===== src/rtl/arith_pkg.sv =====
package arith_pkg;
  localparam int unsigned OP_N   = 5;
  localparam int unsigned OP_INC = 0;
  localparam int unsigned OP_DEC = 1;
  localparam int unsigned OP_ADD = 2;
  localparam int unsigned OP_SUB = 3;
  localparam int unsigned OP_CMP = 4;

  typedef struct packed {
    logic b_zero;   // force second operand to zero
    logic b_inv;    // invert second operand
    logic cin;
    logic wr_en;
    logic flag_en;
  } arith_ctrl_t;
endpackage


===== src/rtl/arith_ctrl.sv =====
module arith_ctrl
  import arith_pkg::*;
(
  input  logic [OP_N-1:0] sel_i,
  output arith_ctrl_t     ctrl_o
);
  logic valid;
  assign valid = $onehot(sel_i);

  always_comb begin
    ctrl_o = '0;
    if (valid) begin
      ctrl_o.flag_en = 1'b1;
      ctrl_o.b_zero  = sel_i[OP_INC] | sel_i[OP_DEC];
      ctrl_o.b_inv   = sel_i[OP_DEC] | sel_i[OP_SUB] | sel_i[OP_CMP];
      ctrl_o.cin     = sel_i[OP_INC] | sel_i[OP_SUB] | sel_i[OP_CMP];
      ctrl_o.wr_en   = ~sel_i[OP_CMP];
    end
  end
endmodule


===== src/rtl/arith_opnd.sv =====
module arith_opnd #(
  parameter int unsigned W = 8
) (
  input  logic [W-1:0] acc_i,
  input  logic         b_zero_i,
  input  logic         b_inv_i,
  output logic [W-1:0] b_o
);
  logic [W-1:0] gated;
  assign gated = b_zero_i ? '0 : acc_i;
  assign b_o   = b_inv_i ? ~gated : gated;
endmodule


===== src/rtl/arith_adder.sv =====
module arith_adder #(
  parameter int unsigned W = 8
) (
  input  logic [W-1:0] a_i,
  input  logic [W-1:0] b_i,
  input  logic         cin_i,
  output logic [W-1:0] sum_o,
  output logic         cout_o
);
  logic [W:0] full;
  assign full   = {1'b0, a_i} + {1'b0, b_i} + {{W{1'b0}}, cin_i};
  assign sum_o  = full[W-1:0];
  assign cout_o = full[W];
endmodule


===== src/rtl/arith_unit.sv =====
module arith_unit
  import arith_pkg::*;
#(
  parameter int unsigned W = 8
) (
  input  logic [W-1:0] src_i,
  input  logic [W-1:0] acc_i,
  input  logic         op_inc_i,
  input  logic         op_dec_i,
  input  logic         op_add_i,
  input  logic         op_sub_i,
  input  logic         op_cmp_i,
  output logic [W-1:0] result_o,
  output logic         sign_o,
  output logic         carry_o,
  output logic         zero_o,
  output logic         wr_en_o,
  output logic         flag_en_o
);
  logic [OP_N-1:0] sel;
  arith_ctrl_t     ctrl;
  logic [W-1:0]    b_opnd;
  logic [W-1:0]    sum;
  logic            cout;

  assign sel = {op_cmp_i, op_sub_i, op_add_i, op_dec_i, op_inc_i};

  arith_ctrl u_ctrl (
    .sel_i  (sel),
    .ctrl_o (ctrl)
  );

  arith_opnd #(.W(W)) u_opnd (
    .acc_i    (acc_i),
    .b_zero_i (ctrl.b_zero),
    .b_inv_i  (ctrl.b_inv),
    .b_o      (b_opnd)
  );

  arith_adder #(.W(W)) u_add (
    .a_i    (src_i),
    .b_i    (b_opnd),
    .cin_i  (ctrl.cin),
    .sum_o  (sum),
    .cout_o (cout)
  );

  // idle or colliding selects: drive everything low
  assign result_o  = ctrl.flag_en ? sum : '0;
  assign sign_o    = ctrl.flag_en & sum[W-1];
  assign carry_o   = ctrl.flag_en & cout;
  assign zero_o    = ctrl.flag_en & ~|sum;
  assign wr_en_o   = ctrl.wr_en;
  assign flag_en_o = ctrl.flag_en;
endmodule


===== config.mk =====
export PLATFORM = sky130hd
export DESIGN_NAME = arith_unit
export DESIGN_NICKNAME = d
export VERILOG_FILES = /design/src/rtl/arith_pkg.sv /design/src/rtl/arith_ctrl.sv /design/src/rtl/arith_opnd.sv /design/src/rtl/arith_adder.sv /design/src/rtl/arith_unit.sv
export SDC_FILE = /design/constraint.sdc
export NUM_CORES = 1
export LEC_CHECK = 0
export ABC_AREA = 1
export CAP_MARGIN = 15
export CORE_ASPECT_RATIO = 1.2
export CORE_MARGIN = 2
export CORE_UTILIZATION = 48
export DETAILED_ROUTE_END_ITERATION = 6
export PLACE_DENSITY = 0.95
export SETUP_SLACK_MARGIN = 0.4
export SKIP_LAST_GASP = 1
export SLEW_MARGIN = 20
export SYNTH_ARGS = -nofsm -noshare
export SYNTH_HDL_FRONTEND = slang
export SYNTH_SLANG_ARGS = --single-unit

===== constraint.sdc =====
create_clock -name vclk -period 15.4
set_input_delay 3.85 -clock vclk [all_inputs]
set_output_delay 3.85 -clock vclk [all_outputs]
set_load 0.1 [all_outputs]

======== Word-level counts from Yosys, hierarchy flattened ========
Cells that the tools add are included.
word-level totals
  bits in registers ....................... 0
  logic and storage cells ................. 23
cells by class
  add/sub/neg operators ................... 6
  equality and inequality tests ........... 1
  mux-type cells .......................... 4
  bitwise logic cells ..................... 10
  reductions and logical operators ........ 2
operators by type and width
  operator                                                         number
  8-bit two-way mux                                                3
  8-bit by 8-bit adder with 9-bit output                           1
  9-bit by 1-bit adder with 9-bit output                           1
  8-bit NOT                                                        1
  8-bit OR reduction                                               1
  5-bit two-way mux                                                1
  1-bit OR                                                         5
  1-bit by 1-bit adder with 2-bit output                           2
  3-bit by 1-bit adder with 3-bit output                           1
  3-bit adder                                                      1
  1-bit AND                                                        3
  3-bit by 1-bit == test with 1-bit output, second input constant  1
  1-bit logical NOT                                                1
  1-bit NOT                                                        1

======== Logic depth before layout (Yosys ltp) ========
Gate-level depths: netlist of the first run.
  depth after elaboration ................. 13
  mapped depth ............................ 23
  mapped depth without buffers ............ 22

======== Cells and area by module ========
Synthesis of the first run repeated with hierarchy kept, for this count alone.
unflattened totals
  cell total of the unflattened synthesis .. 145
  area, all modules ....................... 837.1 sq um
modules (own cells, without submodules)
  module       times used  cells each  area an instance (sq um)  seq. area each (sq um)
  arith_adder  1           59          384.1                     0.0
  arith_opnd   1           36          160.2                     0.0
  arith_ctrl   1           21          148.9                     0.0
  arith_unit   1           29          143.9                     0.0

======== Worst setup path after synthesis of the first run ========
Ideal clock, no wire load.
  path kind ............................... input port to output port
  start ................................... in op_add_i
  end ..................................... out result_o[7]
  arrival ................................. 9.080 ns
  required time ........................... 11.550 ns
  slack ................................... 2.470 ns
  cell stages on the path ................. 20
  path buffers ............................ 2
  cells stage by stage .................... ha_1 -> inv_1 -> fa_1 -> fa_1 -> nand2_1 -> nor2_4 -> inv_2 -> or2_1 -> buf_2 -> nand2_1 -> xnor2_1 -> fa_1 -> inv_1 -> nand2_1 -> nand2_1 -> nand4_1 -> nand2_1 -> nand2_1 -> a21oi_1 -> buf_4
between the ends
  elaborated cells on any way between the ends .. 11
RTL lines
  element                                                       line              RTL
  start, declared                                               arith_unit.sv:10  input logic op_add_i,
  1-bit by 1-bit adder with 2-bit output (implied by the code)  arith_ctrl.sv:8   assign valid = $onehot(sel_i);
  3-bit adder (implied by the code)                             arith_ctrl.sv:8
  3-bit by 1-bit adder with 3-bit output (implied by the code)  arith_ctrl.sv:8
  3-bit by 1-bit == test with 1-bit output                      arith_ctrl.sv:8
  5-bit two-way mux                                             arith_ctrl.sv:12  if (valid) begin
  net flag_en_o                                                 arith_unit.sv:18  output logic flag_en_o
  8-bit two-way mux                                             arith_unit.sv:49  assign result_o = ctrl.flag_en ? sum : '0;
  end, declared                                                 arith_unit.sv:13  output logic [W-1:0] result_o,
The timed path passes the listed nets, and every way through them passes these cells.

======== Final worst setup path of the first run ========
  start ................................... in op_dec_i
  end ..................................... out zero_o
between the ends
  cells in the longest elaborated chain, start to end .. 13
  elaborated cells on any way between the ends .. 16
ends and longest elaborated chain
  element                                                       line               RTL
  start, declared                                               arith_unit.sv:9    input logic op_dec_i,
  1-bit by 1-bit adder with 2-bit output (implied by the code)  arith_ctrl.sv:8
  3-bit adder (implied by the code)                             arith_ctrl.sv:8
  3-bit by 1-bit adder with 3-bit output (implied by the code)  arith_ctrl.sv:8
  3-bit by 1-bit == test with 1-bit output                      arith_ctrl.sv:8
  5-bit two-way mux (*)                                         arith_ctrl.sv:12
  8-bit two-way mux                                             arith_opnd.sv:10   assign gated = b_zero_i ? '0 : acc_i;
  8-bit NOT                                                     arith_opnd.sv:11   assign b_o = b_inv_i ? ~gated : gated;
  8-bit two-way mux                                             arith_opnd.sv:11
  8-bit by 8-bit adder with 9-bit output                        arith_adder.sv:11  assign full = {1'b0, a_i} + {1'b0, b_i} + {{W{1'b0}}, cin_i};
  9-bit by 1-bit adder with 9-bit output                        arith_adder.sv:11
  8-bit OR reduction                                            arith_unit.sv:52   assign zero_o = ctrl.flag_en & ~|sum;
  1-bit logical NOT                                             arith_unit.sv:52
  1-bit AND (*)                                                 arith_unit.sv:52
  end, declared                                                 arith_unit.sv:16   output logic zero_o,
Mark *: on every way between the ends. The rest lies on a longest branch, timed or not.

==> results of run 1 <==
-- through the flow --
stage	cell area, um2	total power, mW	util (%)	hold WS [ps]	setup slack (ps)
CTS	1106	0.1447	75.56	9310	2221
floorplan	760.7	0.1126	-	8035	2470
global route	1106	0.1577	75.56	9353	1905
detailed placement	1106	0.1443	75.56	9302	2210
global placement	1106	0.1385	75.56	9303	2360
finish	1106	0.1453	75.56	9311	2227
-- power by group through the flow --
| stage | Clock [mW] | Sequential, mW | Combinational, mW |
|---|---|---|---|
| finish | 0 | 0 | 0.145 |
| global route | 0 | 0 | 0.158 |
| CTS | 0 | 0 | 0.145 |
| detailed placement | 0 | 0 | 0.144 |
| global placement | 0 | 0 | 0.138 |
| floorplan | 0 | 0 | 0.113 |
-- cell type report --
| cell class | instances | area, um2 |
|---|---|---|
| inverters | 29 | 108.9 |
| multi-input cells | 98 | 635.6 |
| repair buffers | 34 | 340.3 |
| well taps | 17 | 21.27 |
| fillers | 125 | 357.8 |
-- path summary, 6_finish.rpt --
check | end | slack (ps) | cells after the start
max | zero_o | 2230 | 23
min | wr_en_o | 9310 | 3
-- metal layers --
layer	share of wire, %	track usage, %
met1	39	29.38
met2	56	48.89
met3	4.7	1.395
met4	0	0.6667
met5	0	0
-- layout by cell type (no fill, tap or decap), types with 2 or more instances in the layout --
master and n:
a21oi_1 8, clkdlybuf4s50_1 34, fa_1 4, ha_1 11
inv_1 28, nand2_1 40, nand3_1 9, nand4_1 3
nor2_1 9, xnor2_1 2, xor2_1 6
-- worst max-delay path, stage by stage --
cell and delay [ps]:
clkdlybuf4s50_1 550, inv_1 70, ha_1 270, inv_1 60
fa_1 400, fa_1 490, nand2_1 80, nor2_4 160
inv_2 130, or2_1 340, nand2_1 110, xnor2_1 90
fa_1 460, fa_1 520, nand2_1 50, inv_1 50
nand2_1 50, nor2_1 100, nand3_1 90, nor2_1 100
nand3_1 70, nor2_1 80, clkdlybuf4s50_1 1140
-- logic make-up after synthesis --
group | share of synthesized area (%)
compound gates | 10.03
xor+xnor | 9.211
buf+inv | 16.45
fa+ha+maj | 28.62
simple gates | 35.69
==> impl_metrics.csv, run 1 <==
group,metric,value,unit
power,ir_drop,61.08,uV
global_routing,grt_overflow,0,
synth,yosysTopAreaCellShare,19.74,%
global_routing,grt_max_degree,12,
routing,drc,0,
routing,drtIter0Drc,22,
placement,gp_congestion,0.7697,
finish,flops_and_latches,0,
finish,final_cells,178,
synth,syn_avg_cell_area,5.852,um2
finish,syn_to_final_growth,45.39,%
placement,port_buffers,34,
status,outcome,"finished clean",
setup_path,cp-startpoint,"op_dec_i",
sta,rsz0062_at_grt,"no",
sta,worst_pin_slew,1000,ps
routing,vias,898,
min_path,hold_path.class,"input pin to output port",
sta,timing.final.crit_share,85.54,%
floorplanning,fp.coreArea,1464,um2
synth,synth.distinct_cells,20,
clock_network,ctsResizeCount,0,
synth,yosysMostFrequentCell,"nand2_1",
finish,fin_nets,199,
global_routing,grt_pass1_vias,806,
power,swShare,70.03,%
finish,diodes,0,
global_routing,track_usage,24.58,%
routing,post_drt_wl_per_cell,11.87,um
placement,hpwl,1.881,mm
routing,wirelength,2.113,mm
sta,fin_crit,13170,ps
global_routing,grt_pass1_wl,3.312,mm
finish,seqCellArea,0,um2
min_path,hp-start,"op_cmp_i",
power,p_int,0.04354,mW
finish,n_clock_buffer,0,
synth,netlist_area,760.7,um2
clock_network,hold_buffers,0,
setup_path,setup.worst_path.start_class,"input pin",
sta,setup_viol,0,
sta,drv_slew,0,
setup_path,crit_path_end_kind,"output port",
sta,hold_violations,0,
power,pwr-share-clk,0,%
placement,placed_cells,178,
power,pwr-share-seq,0,%
floorplanning,dieArea,1921,um2
synth,ys_top_cells_by_area,"nand2_1, ha_1, inv_1, fa_1, xor2_1",
power,switching_power,0.1018,mW
floorplanning,die_h,47.61,um
setup_path,required,11550,ps
synth,yosys_warnings,0,
setup_path,worstSetupPathType,"input pin to output port",
synth,syn_inst,130,
floorplanning,initial_core_util,51.97,%
synth,yosys.area.top_type,"nand2_1",
sta,setup_tns,0,ps
flow_run,maxCapViolCount,0,
routing,dr.pass1.iters,4,
power,p_leak,0.5865,nW
setup_path,critPathMaxFanout,11,
synth,synth.top_cells.by_count,"nand2_1, inv_1, ha_1, nand3_1, nor2_1",
routing,drtAntennaViolNets,0,
floorplanning,io_pins,34,
clock_network,post_cts_buffers,0,
sta,relSlewSlack,33.12,%
floorplanning,fp-row-count,15,
finish,drive_gt1_share,2.484,%
floorplanning,die_w,40.34,um
setup_path,worst_ep_arrival_time,9320,ps
synth,yosysSeqAreaShare,0,%
routing,drt-vias-per-instance,5.045,
power,p_per_area,131.4,nW/um2
power,combPwrFrac,100.0,%
synth,syn_nets,166,
global_routing,antenna_found_initial,0,
sta,timing.fmax,75.91,MHz
(Power assumes the default switching activity.)
==> run 2: changes to the inputs <==
--- a/config.mk
+++ b/config.mk
@@ -8,10 +8,9 @@
 export ABC_AREA = 1
 export CAP_MARGIN = 15
 export CORE_ASPECT_RATIO = 1.2
-export CORE_MARGIN = 2
 export CORE_UTILIZATION = 48
 export DETAILED_ROUTE_END_ITERATION = 6
-export PLACE_DENSITY = 0.95
+export PLACE_DENSITY = 0.86
 export SETUP_SLACK_MARGIN = 0.4
 export SKIP_LAST_GASP = 1
 export SLEW_MARGIN = 20
==> impl_metrics.csv, run 2 (synthesis results as in run 1) <==
group,metric,value,unit
finish,fin_nets,199,
min_path,hold_path.class,"input pin to output port",
sta,setup_viol,0,
sta,worst_hold_slack,9324,ps
power,pwr-share-seq,0,%
floorplanning,die_h,45.61,um
placement,place_area,1106,um2
placement,port_buffers,34,
power,combPwrFrac,100.0,%
power,pwr-share-clk,0,%
finish,diodes,0,
finish,final.fill_count,126,
finish,seqCellArea,0,um2
finish,layout_common_cells,"nand2_1, clkdlybuf4s50_1, inv_1",
global_routing,grt_pass1_wl,3.229,mm
floorplanning,die_w,38.34,um
finish,n_clock_buffer,0,
min_path,hold_path_depth,3,
routing,wirelength,1.948,mm
setup_path,crit_path_end_kind,"output port",
power,p_per_area,129.9,nW/um2
floorplanning,dieArea,1749,um2
sta,timing.final.crit_share,85.89,%
floorplanning,io_pins,34,
routing,dr.pass1.iters,4,
finish,final_common_cell,"nand2_1",
sta,drv_slew,0,
finish,stdcell_area,1106,um2
power,swShare,69.80,%
routing,drt-vias-per-instance,4.994,
placement,hpwl,1.759,mm
power,p_total,0.1437,mW
setup_path,setup.worst_path.start_class,"input pin",
setup_path,worst_ep_arrival_time,9380,ps
sta,relSlewSlack,34.01,%
clock_network,ctsResizeCount,0,
floorplanning,fp.coreArea,1464,um2
sta,setup_tns,0,ps
routing,drc,0,
power,p_leak,0.5865,nW
clock_network,hold_buffers,0,
sta,worst_pin_slew,986.7,ps
floorplanning,fp-row-count,15,
routing,vias,889,
sta,timing.fmax,75.60,MHz
routing,drtAntennaViolNets,0,
setup_path,critPathMaxFanout,11,
global_routing,grt_pass1_vias,807,
placement,gp_congestion,0.7792,
routing,post_drt_wl_per_cell,10.94,um
global_routing,grt_max_degree,12,
global_routing,track_usage,24.95,%
finish,syn_to_final_growth,45.39,%
flow_run,maxCapViolCount,0,
sta,rsz0062_at_grt,"no",
min_path,min_to,"wr_en_o",
power,switching_power,0.1003,mW
finish,multiInputGateArea,635.6,um2
clock_network,post_cts_buffers,0,
global_routing,antenna_found_initial,0,
setup_path,worstSetupPathType,"input pin to output port",
power,p_int,0.04339,mW
routing,drtIter0Drc,23,
finish,flops_and_latches,0,
setup_path,required,11550,ps
status,outcome,"finished clean",
placement,pre_cts_slack,2172,ps
sta,layout_setup_ws,2172,ps
finish,drive_gt1_share,2.484,%
floorplanning,initial_core_util,51.97,%
global_routing,grt_overflow,0,
min_path,hp-start,"op_cmp_i",
sta,hold_violations,0,
sta,fin_crit,13230,ps
power,ir_drop,83.13,uV
[run 2: cell counts in the layout (fill, tap and decap cells not counted)]
No cell type changed its count.
[run 2: power groups by stage]
stage | clock network [mW] | registers (mW) | logic [mW]
6_report | 0 | 0 | 0.144
5_1_grt | 0 | 0 | 0.156
4_1_cts | 0 | 0 | 0.143
3_5_place_dp | 0 | 0 | 0.143
3_3_place_gp | 0 | 0 | 0.140
2_1_floorplan | 0 | 0 | 0.113
[run 2: area by class of cell]
cell class	count	area share [%]
timing repair buffer	34	30.77
multi-input combinational	98	57.47
inverter	29	9.842
tap	17	1.923
[run 2: stage by stage]
step | instances | utilization, %
final | 178 | 75.56
after global routing | 178 | 75.56
after CTS | 178 | 75.56
after detailed placement | 178 | 75.56
after global placement | 178 | 75.56
after floorplan | 130 | -
[run 2: metal layers]
metal,wire (um),vias up,global-route usage (%)
met5,0,-,0
met4,0,0,1.379
met3,67,0,1.471
met1,777,402,29.34
li1,-,461,-
met2,1103,26,50.17
[run 2: how the worst max path moves through the flow]
stage,start,end,slack (ps)
detailed placement,op_dec_i,zero_o,2170
global route,op_dec_i,zero_o,1880
global placement,op_dec_i,zero_o,2370
finish,op_dec_i,zero_o,2170
CTS,op_dec_i,zero_o,2190
floorplan,op_add_i,result_o[7],2470
[run 2: worst max-delay path, stage by stage]
cell	delay [ps]
clkdlybuf4s50_1	560
inv_1	70
ha_1	260
inv_1	50
fa_1	380
fa_1	490
nand2_1	80
nor2_4	170
inv_2	130
or2_1	350
nand2_1	130
xnor2_1	90
fa_1	460
fa_1	530
nand2_1	60
inv_1	60
nand2_1	50
nor2_1	90
nand3_1	80
nor2_1	100
nand3_1	80
nor2_1	100
clkdlybuf4s50_1	1140
==> run 3: changes to the inputs <==
--- a/config.mk
+++ b/config.mk
@@ -8,9 +8,9 @@
 export ABC_AREA = 1
 export CAP_MARGIN = 15
 export CORE_ASPECT_RATIO = 1.2
-export CORE_UTILIZATION = 48
+export CORE_UTILIZATION = 38
 export DETAILED_ROUTE_END_ITERATION = 6
-export PLACE_DENSITY = 0.86
+export PLACE_DENSITY = 0.7
 export SETUP_SLACK_MARGIN = 0.4
 export SKIP_LAST_GASP = 1
 export SLEW_MARGIN = 20
==> impl_metrics.csv, run 3 (synthesis results as in run 1) <==
group,metric,value,unit
sta,worst_hold_slack,9307,ps
floorplanning,die_w,42.85,um
finish,n_clock_buffer,0,
sta,timing.final.crit_share,85.12,%
routing,top_layer,"met4",
floorplanning,fp-row-count,17,
sta,drv_slew,0,
global_routing,antenna_found_initial,0,
sta,hold_violations,0,
setup_path,required,11550,ps
routing,dr.pass1.iters,4,
power,p_per_area,128.8,nW/um2
sta,worst_pin_slew,974.0,ps
routing,vias,870,
setup_path,worstSetupPathType,"input pin to output port",
sta,setup_tns,0,ps
sta,relSlewSlack,34.87,%
finish,seqCellArea,0,um2
finish,final_common_cell,"nand2_1",
sta,setup_viol,0,
power,p_total,0.1427,mW
routing,drtAntennaViolNets,0,
routing,drc,0,
setup_path,crit_path_end_kind,"output port",
sta,rsz0062_at_grt,"no",
power,p_leak,0.5865,nW
placement,placed_cells,180,
power,ir_drop,64.33,uV
routing,dr_wl_met3,56,um
status,outcome,"finished clean",
global_routing,grt_overflow,0,
finish,drive_gt1_share,2.484,%
sta,fin_crit,13110,ps
floorplanning,initial_core_util,41.11,%
finish,layout_common_cells,"nand2_1, clkdlybuf4s50_1, inv_1",
floorplanning,io_pins,34,
setup_path,critPathMaxFanout,11,
finish,final_cells,180,
min_path,hold_path.class,"input pin to output port",
routing,drt-met1-wl,766,um
floorplanning,die_h,51.02,um
clock_network,ctsResizeCount,0,
routing,drt-vias-per-instance,4.833,
floorplanning,fp.coreArea,1851,um2
setup_path,worst_ep_arrival_time,9260,ps
routing,wirelength,1.858,mm
setup_path,setup.worst_path.start_class,"input pin",
global_routing,grt_pass1_vias,875,
global_routing,grt_max_degree,12,
global_routing,track_usage,18.27,%
routing,drtIter0Drc,11,
finish,fin_nets,199,
finish,final_util,59.91,%
placement,hpwl,1.675,mm
clock_network,post_cts_buffers,0,
finish,flops_and_latches,0,
finish,syn_to_final_growth,45.72,%
placement,gp_congestion,0.8378,
finish,diodes,0,
floorplanning,dieArea,2186,um2
flow_run,maxCapViolCount,0,
routing,met2WireLength,1.024,mm
global_routing,grt_pass1_wl,3.256,mm
placement,port_buffers,34,
routing,post_drt_wl_per_cell,10.32,um
sta,timing.fmax,76.29,MHz
clock_network,hold_buffers,0,
## run 3: cell counts in the layout (fill, tap and decap cells not counted)
Identical to the previous run, type by type.
## run 3: final timing paths
path              startpoint  endpoint  slack, ps  cells past startpoint
hold / removal      op_cmp_i   wr_en_o       9310                      3
setup / recovery    op_dec_i    zero_o       2290                     22
## run 3: layer usage
metal / GRT usage [%] / vias up
met3: 0.7067 / 2
met1: 19.66 / 385
met2: 38.64 / 22
met5: 0 / -
li1: - / 461
met4: 2.083 / 0
## run 3: power breakdown
| part | internal, mW | switching, mW |
|---|---|---|
| Combinational | 0.0434 | 0.0993 |
| Clock | 0 | 0 |
| Sequential | 0 | 0 |
## run 3: critical path, cell delays in order
cell             delay, ps
clkdlybuf4s50_1        550
inv_1                   60
ha_1                   260
inv_1                   60
fa_1                   380
fa_1                   490
nand2_1                 80
nor2_4                 170
inv_2                  140
or2_1                  340
nand2_1                110
xnor2_1                 80
fa_1                   460
fa_1                   410
inv_1                  110
nand3_1                100
nand3_1                120
nand3_1                100
nor2_1                  90
nand3_1                 60
nor2_1                  80
clkdlybuf4s50_1       1130
## run 3: layout make-up
class                           instances  area (um2)
Fill cell                             178       742.0
Inverter                               29       108.9
Timing Repair Buffer                   34       340.3
Tap cell                               19       23.77
Multi-Input combinational cell         98       635.6
## run 3: through the flow
step | setup slack (ps) | cell area [um2]
after floorplan | 2470 | 760.7
after global placement | 2339 | 1109
after detailed placement | 2260 | 1109
after global routing | 2005 | 1109
final | 2292 | 1109
after CTS | 2254 | 1109
